--- config.mk ---
export PLATFORM = sky130hd
export DESIGN_NAME = sdram_init_seq
export DESIGN_NICKNAME = d
export VERILOG_FILES = /design/src/rtl/sdram_init_pkg.sv /design/src/rtl/sdr_init_timer.sv /design/src/rtl/sdr_init_ref_ctr.sv /design/src/rtl/sdr_init_cmd_enc.sv /design/src/rtl/sdram_init_seq.sv
export SDC_FILE = /design/constraint.sdc
export NUM_CORES = 1
export LEC_CHECK = 0
export CORE_MARGIN = 4
export CORE_UTILIZATION = 50
export DETAILED_ROUTE_END_ITERATION = 16
export GPL_ROUTABILITY_DRIVEN = 1
export HOLD_SLACK_MARGIN = 0.08
export PLACE_DENSITY_LB_ADDON = 0.3
export SLEW_MARGIN = 20
export SYNTH_ARGS = -nofsm -noshare
export SYNTH_HDL_FRONTEND = slang
export SYNTH_SLANG_ARGS = --single-unit
--- constraint.sdc ---
create_clock -name clk -period 2.3 [get_ports clk]
set_input_delay 0.46 -clock clk [delete_from_list [all_inputs] [get_ports clk]]
set_output_delay 0.46 -clock clk [all_outputs]
set_load 0.02 [all_outputs]
--- src/rtl/sdram_init_pkg.sv ---
package sdram_init_pkg;

  typedef enum logic [2:0] {
    CMD_DESEL,
    CMD_NOP,
    CMD_PRE_ALL,
    CMD_REFRESH,
    CMD_LOAD_MODE
  } init_cmd_e;

  typedef enum logic [3:0] {
    ST_IDLE,
    ST_STAB,
    ST_PRE,
    ST_WAIT_RP,
    ST_REF,
    ST_WAIT_RC,
    ST_MRS,
    ST_WAIT_MRD,
    ST_READY
  } init_state_e;

  // Mode word: CAS latency in [6:4], interleaved burst flag in [3], burst-of-4 code in [2:0]
  function automatic logic [15:0] mode_word(input logic [2:0] cas_lat);
    logic [15:0] m;
    m      = '0;
    m[6:4] = cas_lat;
    m[3]   = 1'b1;
    m[2:0] = 3'b010;
    return m;
  endfunction

  function automatic int unsigned max2(input int unsigned a, input int unsigned b);
    return (a > b) ? a : b;
  endfunction

endpackage

--- src/rtl/sdr_init_timer.sv ---
module sdr_init_timer #(
  parameter int unsigned CNT_W = 8
) (
  input  logic             clk,
  input  logic             rst_n,
  input  logic             load_i,
  input  logic [CNT_W-1:0] load_val_i,
  output logic             last_o
);

  logic [CNT_W-1:0] cnt_q;

  always_ff @(posedge clk) begin
    if (!rst_n) begin
      cnt_q <= '0;
    end else if (load_i) begin
      cnt_q <= load_val_i;
    end else if (cnt_q != '0) begin
      cnt_q <= cnt_q - 1'b1;
    end
  end

  assign last_o = (cnt_q == CNT_W'(1));

endmodule

--- src/rtl/sdr_init_ref_ctr.sv ---
module sdr_init_ref_ctr #(
  parameter int unsigned REF_N = 8,
  localparam int unsigned W    = $clog2(REF_N + 1)
) (
  input  logic clk,
  input  logic rst_n,
  input  logic clear_i,
  input  logic inc_i,
  output logic all_done_o
);

  logic [W-1:0] cnt_q;

  always_ff @(posedge clk) begin
    if (!rst_n || clear_i) begin
      cnt_q <= '0;
    end else if (inc_i && (cnt_q != W'(REF_N))) begin
      cnt_q <= cnt_q + 1'b1;
    end
  end

  assign all_done_o = (cnt_q == W'(REF_N));

endmodule

--- src/rtl/sdr_init_cmd_enc.sv ---
module sdr_init_cmd_enc
  import sdram_init_pkg::*;
#(
  parameter int unsigned ADDR_W  = 14,
  parameter int unsigned BANK_W  = 2,
  parameter int unsigned CAS_LAT = 3
) (
  input  init_cmd_e         cmd_i,
  output logic              cs_n_o,
  output logic              ras_n_o,
  output logic              cas_n_o,
  output logic              we_n_o,
  output logic [BANK_W-1:0] ba_o,
  output logic [ADDR_W-1:0] addr_o
);

  localparam logic [15:0] MODE_FULL = mode_word(3'(CAS_LAT));

  always_comb begin
    cs_n_o  = 1'b0;
    ras_n_o = 1'b1;
    cas_n_o = 1'b1;
    we_n_o  = 1'b1;
    ba_o    = '0;
    addr_o  = '0;
    unique case (cmd_i)
      CMD_DESEL: cs_n_o = 1'b1;
      CMD_NOP:   ;
      CMD_PRE_ALL: begin
        ras_n_o    = 1'b0;
        we_n_o     = 1'b0;
        addr_o[10] = 1'b1;
      end
      CMD_REFRESH: begin
        ras_n_o = 1'b0;
        cas_n_o = 1'b0;
      end
      CMD_LOAD_MODE: begin
        ras_n_o = 1'b0;
        cas_n_o = 1'b0;
        we_n_o  = 1'b0;
        addr_o  = MODE_FULL[ADDR_W-1:0];
      end
      default: cs_n_o = 1'b1;
    endcase
  end

endmodule

--- src/rtl/sdram_init_seq.sv ---
module sdram_init_seq
  import sdram_init_pkg::*;
#(
  parameter int unsigned STAB_CYCLES   = 20,
  parameter int unsigned T_RP          = 3,
  parameter int unsigned T_RC          = 8,
  parameter int unsigned T_MRD         = 2,
  parameter int unsigned REFRESH_COUNT = 8,
  parameter int unsigned CAS_LAT       = 3,
  parameter int unsigned ADDR_W        = 14,
  parameter int unsigned BANK_W        = 2
) (
  input  logic              clk,
  input  logic              rst_n,
  input  logic              start_i,
  output logic              cs_n_o,
  output logic              ras_n_o,
  output logic              cas_n_o,
  output logic              we_n_o,
  output logic [BANK_W-1:0] ba_o,
  output logic [ADDR_W-1:0] addr_o,
  output logic              busy_o,
  output logic              ctrl_en_o
);

  localparam int unsigned WAIT_MAX = max2(max2(STAB_CYCLES, T_RP), max2(T_RC, T_MRD));
  localparam int unsigned CNT_W    = $clog2(WAIT_MAX + 1);

  init_state_e      state_q, state_d;
  init_cmd_e        cmd_kind;
  logic             timer_load;
  logic [CNT_W-1:0] timer_val;
  logic             timer_last;
  logic             refs_all;
  logic             ref_issue;
  logic             start_accept;

  assign start_accept = start_i && (state_q == ST_IDLE);
  assign ref_issue    = (state_q == ST_REF);

  always_comb begin
    state_d    = state_q;
    timer_load = 1'b0;
    timer_val  = '0;
    unique case (state_q)
      ST_IDLE: if (start_accept) begin
        state_d    = ST_STAB;
        timer_load = 1'b1;
        timer_val  = CNT_W'(STAB_CYCLES);
      end
      ST_STAB:    if (timer_last) state_d = ST_PRE;
      ST_PRE: begin
        state_d    = ST_WAIT_RP;
        timer_load = 1'b1;
        timer_val  = CNT_W'(T_RP - 1);
      end
      ST_WAIT_RP: if (timer_last) state_d = ST_REF;
      ST_REF: begin
        state_d    = ST_WAIT_RC;
        timer_load = 1'b1;
        timer_val  = CNT_W'(T_RC - 1);
      end
      ST_WAIT_RC: if (timer_last) state_d = refs_all ? ST_MRS : ST_REF;
      ST_MRS: begin
        state_d    = ST_WAIT_MRD;
        timer_load = 1'b1;
        timer_val  = CNT_W'(T_MRD - 1);
      end
      ST_WAIT_MRD: if (timer_last) state_d = ST_READY;
      ST_READY:    state_d = ST_READY;
      default:     state_d = ST_IDLE;
    endcase
  end

  always_ff @(posedge clk) begin
    if (!rst_n) state_q <= ST_IDLE;
    else        state_q <= state_d;
  end

  always_comb begin
    unique case (state_q)
      ST_IDLE:  cmd_kind = CMD_DESEL;
      ST_PRE:   cmd_kind = CMD_PRE_ALL;
      ST_REF:   cmd_kind = CMD_REFRESH;
      ST_MRS:   cmd_kind = CMD_LOAD_MODE;
      default:  cmd_kind = CMD_NOP;
    endcase
  end

  sdr_init_timer #(.CNT_W(CNT_W)) u_timer (
    .clk        (clk),
    .rst_n      (rst_n),
    .load_i     (timer_load),
    .load_val_i (timer_val),
    .last_o     (timer_last)
  );

  sdr_init_ref_ctr #(.REF_N(REFRESH_COUNT)) u_ref_ctr (
    .clk        (clk),
    .rst_n      (rst_n),
    .clear_i    (state_q == ST_IDLE),
    .inc_i      (ref_issue),
    .all_done_o (refs_all)
  );

  sdr_init_cmd_enc #(
    .ADDR_W  (ADDR_W),
    .BANK_W  (BANK_W),
    .CAS_LAT (CAS_LAT)
  ) u_enc (
    .cmd_i   (cmd_kind),
    .cs_n_o  (cs_n_o),
    .ras_n_o (ras_n_o),
    .cas_n_o (cas_n_o),
    .we_n_o  (we_n_o),
    .ba_o    (ba_o),
    .addr_o  (addr_o)
  );

  assign busy_o    = (state_q != ST_IDLE) && (state_q != ST_READY);
  assign ctrl_en_o = (state_q == ST_READY);

endmodule

== After elaboration in Yosys (flattened, before gate mapping) ==
Index checks and enable logic that the tools add are counted.
Storage, ports and cells
  output and inout port bits: 22
  logic and storage cells: 61
  input bits: 3
  register bits: 13
Cells by class
  $add $sub $neg: 2
  reductions and logical operators: 15
  equal/unequal tests: 21
  mux-type cells: 20
Operator list (number)
  $pmux 4 s9: 1
  $mux 4: 5
  $pmux 5 s4: 1
  $eq 4x3->1 const B: 4
  $mux 5: 3
  $pmux 3 s4: 1
  $ne 2x2->1 const B: 5
  $eq 4x2->1 const B: 2
  $eq 4x4->1 const B: 2
  $ne 4x4->1 const B: 2
  $eq 3x2->1 const B: 2
  $mux 1: 6
  $mux 6: 1
  $reduce_or 3->1: 2
  $eq 5x1->1 const B: 1
  $reduce_and 5->1: 1
  $reduce_bool 5->1: 1
  $sub 5x1->5 const B: 1
  $add 4x1->4 const B: 1
  $eq 4x1->1 const B: 1
  $logic_not 4->1: 1
  $reduce_bool 4->1: 1
  $reduce_or 2->1: 2
  $reduce_or 4->1: 1
  8 further kinds: 10

== Longest topological paths before layout ==
Gate-level depths: netlist of run 1.
  depth after elaboration: 5
  gate-level depth with buffers: 6
  mapped depth without buffers: 5

== Modules after synthesis ==
Synthesis of run 1 repeated with hierarchy kept, for this count alone.
Unflattened totals
  cells, all modules: 120
  area total of the unflattened synthesis: 982.2 um^2
By module, submodules not included
  sdr_init_timer: cells each 34, times used 1, area each 299.0 um^2, seq. area each 100.1 um^2
  sdram_init_seq: cells each 37, times used 1, area each 281.5 um^2, seq. area each 80.1 um^2
  sdr_init_ref_ctr: cells each 25, times used 1, area each 217.7 um^2, seq. area each 80.1 um^2
  sdr_init_cmd_enc: cells each 24, times used 1, area each 183.9 um^2, seq. area each 0.0 um^2

== Least setup slack after synthesis of run 1 ==
Ideal clock, no wire load.
  path kind: register to output
  start point: register state_q[0]
  end point: output addr_o[3]
  stages on the path, launching flop included: 7
  data required time: 1.840 ns
  slack: 0.231 ns
  buffers on the path: 2
  arrival time: 1.609 ns
  cell sequence: dfxtp_1 -> buf_6 -> or2_2 -> nor2_1 -> inv_1 -> nor2_1 -> buf_4
On the way
  cells in the longest elaborated chain, start to end: 4
  elaborated cells between the ends (all ways): 7
  classes of those cells: eq/ne: 4; mux: 2; reduce/logical: 1
Ends and longest elaborated chain
  start, declared: line sdram_init_seq.sv:29  | init_state_e state_q, state_d;
  start signal, assigned: line sdram_init_seq.sv:77  | else state_q <= state_d;
  $eq 4x3->1 (tied with other cells): line sdram_init_seq.sv:81  | unique case (state_q)
  $pmux 3 s4 (*): line sdram_init_seq.sv:81
  $eq 3x3->1 (*): line sdr_init_cmd_enc.sv:26  | unique case (cmd_i)
  $mux 6 (*): line sdr_init_cmd_enc.sv:26
  end, declared: line sdram_init_seq.sv:21  | output logic [ADDR_W-1:0] addr_o,
Mark *: on every way between the ends. The rest lies on a longest branch, timed or not.

== Worst setup path in the final report of run 1 ==
  start point: register state_q[2]
  end point: output busy_o
On the way
  cells in the longest elaborated chain, start to end: 2
  elaborated cells between the ends (all ways): 3
  classes of those cells: eq/ne: 1; reduce/logical: 2
Ends and longest elaborated chain
  $ne 4x4->1 or $reduce_bool 4->1 (tied branches): line sdram_init_seq.sv:120  | assign busy_o = (state_q != ST_IDLE) && (state_q != ST_READY);
  $logic_and 1x1->1 (*): line sdram_init_seq.sv:120
  end, declared: line sdram_init_seq.sv:22  | output logic busy_o,
Marks and branches as above.

==> results of run 1 <==
cell type report:
cell class                 instances  area share
multi-input combinational         80       0.510
timing repair buffer              17       0.148
sequential                        13       0.253
tap                               25      0.0304
inverter                           9      0.0328
clock buffer                       4      0.0255
per-stage QoR:
step                cells  instance area [um2]   util  setup WS, ps  hold WS (ps)
floorplan             122                  948      -           231           467
global placement      144                 1000  0.580           203           485
detailed placement    144                 1000  0.580           146           505
CTS                   148                 1020  0.593          48.1           516
global route          148                 1030  0.596          5.00           545
finish                148                 1030  0.596           108           509
critical path, delay by kind of cell (launching register included):
| family | cells | cell delay [ps] |
|---|---|---|
| buffers and inverters | 1 | 570 |
| DFF | 1 | 340 |
| and+or+nand+nor | 1 | 550 |
logic make-up (layout without fill, tap and decap cells):
| logic type | after synthesis | after routing | share of synthesized area |
|---|---|---|---|
| buf+inv | 29 | 30 | 0.188 |
| mux | 1 | 1 | 0.0110 |
| compound gates | 24 | 24 | 0.176 |
| fa+ha+maj | 4 | 4 | 0.0549 |
| other cells | 1 | 11 | 0.00412 |
| flops | 13 | 13 | 0.286 |
| xor+xnor | 2 | 2 | 0.0192 |
| simple gates | 38 | 38 | 0.261 |
sequential cells by signal (all words and copies together), names as in the netlist:
register         count
state_q              4
u_ref_ctr.cnt_q      4
u_timer.cnt_q        5
report_power, final:
group	internal, mW	switching (mW)
registers	0.251	0.0279
clock network	0.0671	0.0771
logic	0.107	0.123
what timing repair did:
action / 4_1_cts / 5_1_grt
hold buffers: 0 / 0
gates resized for setup: 7 / 1
endpoints found under the setup margin: 7 / 1
path summary, 6_finish.rpt:
check             slack (ps)  cells after the start                             from                              end
setup / recovery         110                      2          state_q[2]$_SDFFE_PN0P_                           busy_o
setup reg to reg         550                      5    u_timer.cnt_q[0]$_SDFFE_PN0P_    u_timer.cnt_q[1]$_SDFFE_PN0P_
hold reg to reg          510                      2  u_ref_ctr.cnt_q[3]$_SDFFE_PP0P_  u_ref_ctr.cnt_q[3]$_SDFFE_PP0P_
hold / removal           510                      2  u_ref_ctr.cnt_q[3]$_SDFFE_PP0P_  u_ref_ctr.cnt_q[3]$_SDFFE_PP0P_
layout by cell type, fill, tap and decap left out, types with 2 or more instances in the layout:
master | synthesis | routed
sky130_fd_sc_hd__dfxtp_1 | 13 | 13
sky130_fd_sc_hd__conb_1 | 1 | 11
sky130_fd_sc_hd__inv_1 | 9 | 9
sky130_fd_sc_hd__nor2_1 | 9 | 8
sky130_fd_sc_hd__o21ai_0 | 7 | 7
sky130_fd_sc_hd__clkdlybuf4s50_1 | 0 | 7
sky130_fd_sc_hd__a21oi_1 | 6 | 6
sky130_fd_sc_hd__nand3_1 | 6 | 6
sky130_fd_sc_hd__dlygate4sd2_1 | 0 | 6
sky130_fd_sc_hd__ha_1 | 4 | 4
sky130_fd_sc_hd__buf_4 | 14 | 4
sky130_fd_sc_hd__clkbuf_4 | 0 | 3
sky130_fd_sc_hd__nor3_1 | 2 | 2
sky130_fd_sc_hd__nand2b_1 | 2 | 2
sky130_fd_sc_hd__nand3b_1 | 2 | 2
sky130_fd_sc_hd__or3_1 | 2 | 2
sky130_fd_sc_hd__xnor2_1 | 2 | 2
sky130_fd_sc_hd__a22oi_1 | 2 | 2
sky130_fd_sc_hd__o221a_2 | 2 | 2
sky130_fd_sc_hd__o21a_1 | 2 | 2
sky130_fd_sc_hd__nor4b_1 | 2 | 2
sky130_fd_sc_hd__nor3b_1 | 2 | 2
routing by layer:
layer / track usage / routed length, um / vias to the layer above / share of wire
met5: 0 / 0 / - / 0
met1: 0.195 / 944 / 362 / 0.49
met3: 0.0445 / 65 / 2 / 0.034
met4: 0.0538 / 18 / 0 / 0.0094
li1: - / - / 390 / -
met2: 0.261 / 882 / 14 / 0.46
==> impl_metrics.py, run 1 <==
metrics = {
    "status": {
        "result_of_the_run": "finished, final reports clean",
    },
    "synthesis": {
        "synth-warning-count": 0,
        "netlist_instances": 112,
        "synth_top_flop_cell": "sky130_fd_sc_hd__dfxtp_1",
        "yosys.cell_count.top_type": "sky130_fd_sc_hd__buf_4",
        "avgSynthCellArea_um2": 8.13,
        "yosys_register_bits": 13,
        "synth_cell_types": 39,
        "synth_area_um2": 911,
        "synth-edff-count": 0,
        "netlist_top_cells_count": "sky130_fd_sc_hd__buf_4 (14), sky130_fd_sc_hd__dfxtp_1 (13), sky130_fd_sc_hd__inv_1 (9), sky130_fd_sc_hd__nor2_1 (9), sky130_fd_sc_hd__o21ai_0 (7)",
        "yosys.area.top_type_share": 0.286,
        "synth-seq-area-share": 0.286,
        "synthDominantAreaCellType": "sky130_fd_sc_hd__dfxtp_1",
        "synth.area.top_cells": "sky130_fd_sc_hd__dfxtp_1 (29%), sky130_fd_sc_hd__buf_4 (12%), sky130_fd_sc_hd__ha_1 (5.5%)",
        "synthArstFlopShare": 0,
    },
    "global_routing": {
        "total_congestion_overflow": 0,
        "grt.total_usage": 0.158,
        "initial_antenna_violation_count": 0,
        "grt_start_max_net_pins": 12,
        "grt_pass1_vias": 717,
        "global_route_wire_length_before_repair_um": 3120,
    },
    "worst_hold_path": {
        "min_path_type": "flop to flop",
    },
    "floorplan": {
        "io_pins": 25,
        "total_number_of_placement_rows": 15,
        "chipHeight_um": 50.7,
        "initial_core_util": 0.528,
        "die_width_um": 50.7,
        "coreArea_um2": 1730,
        "floorplan.die_area_um2": 2570,
    },
    "timing": {
        "maxClockFrequency_mhz": 456,
        "grt_setup_unrepaired": "no",
        "worst_slew_margin_relative_to_its_limit": 0.498,
        "timing.final.max_slew_violations": 0,
        "period_minus_ws_final_ps": 2190,
        "finalHoldViolCount": 0,
        "worst_pin_slew_ps": 743,
        "setup-violations-final": 0,
        "timing.final.crit_share": 0.953,
        "timing.clock.skew_ps": 1.41,
        "timing.setup.tns_ps": 0,
    },
    "routing": {
        "detail_route.wl_per_cell_um": 12.9,
        "postRouteAntennaNets": 0,
        "route.final.wire_length_um": 1910,
        "drt_pass1_iterations": 4,
        "route.detailed.drc": 0,
        "detail_route.iter0.violations": 20,
        "viasPerCell": 5.19,
        "via_count": 768,
    },
    "power_and_ir_drop": {
        "total_power_uw": 652,
        "power_per_cell_area_nw_per_um2": 634,
        "p_leak_nw": 0.440,
        "max-vdd-ir-drop_mv": 0.339,
    },
    "setup_path": {
        "timing.critical_path.cells": "or3_2, clkdlybuf4s50_1",
        "timing.critical_path.slowest_stage_cell": "sky130_fd_sc_hd__clkdlybuf4s50_1",
        "path_max_fanout": 5,
        "timing.critical_path.from_type": "flop",
        "cp-end-kind": "output port",
        "path_class": "flop to output port",
        "cp.arrival_ps": 1730,
        "cp_slowest_stage_delay_ps": 570,
        "critical_path_required_ps": 1840,
    },
    "clocking": {
        "cts_setup_buffers": 0,
        "clock_root_buffer_master": "sky130_fd_sc_hd__clkbuf_4",
        "worstSkewPairLatency_ps": 270,
        "cts.sink_count": 13,
        "path_clk_slew_ps": 80,
        "cts_tree": "built",
        "tritoncts.num_buffers": 3,
        "clock_tree.htree_level_count": 1,
        "max-clock-path-buffers": 2,
    },
    "placement": {
        "finalWeightedCongestion": 0.906,
        "place_hpwl_um": 1440,
        "port-buffer-count": 13,
    },
    "cells_and_area": {
        "area_growth_pct": 12.9,
        "num-nets-final": 131,
        "layout.area.seq_um2": 260,
        "drive_gt1_frac": 0.122,
        "multi_input_comb_area_um2": 524,
        "antenna_diode_instance_count": 0,
        "filler_cell_count": 161,
    },
    "run": {
        "drv.max_cap_violation_count": 0,
    },
}
(Power assumes the default switching activity.)
==> run 2: changes to the inputs <==
--- a/config.mk
+++ b/config.mk
@@ -5,6 +5,7 @@
 export SDC_FILE = /design/constraint.sdc
 export NUM_CORES = 1
 export LEC_CHECK = 0
+export CAP_MARGIN = 20
 export CORE_MARGIN = 4
 export CORE_UTILIZATION = 50
 export DETAILED_ROUTE_END_ITERATION = 16
==> results of run 2 <==
Final layout, timing and power as in run 1 (identical DEF).
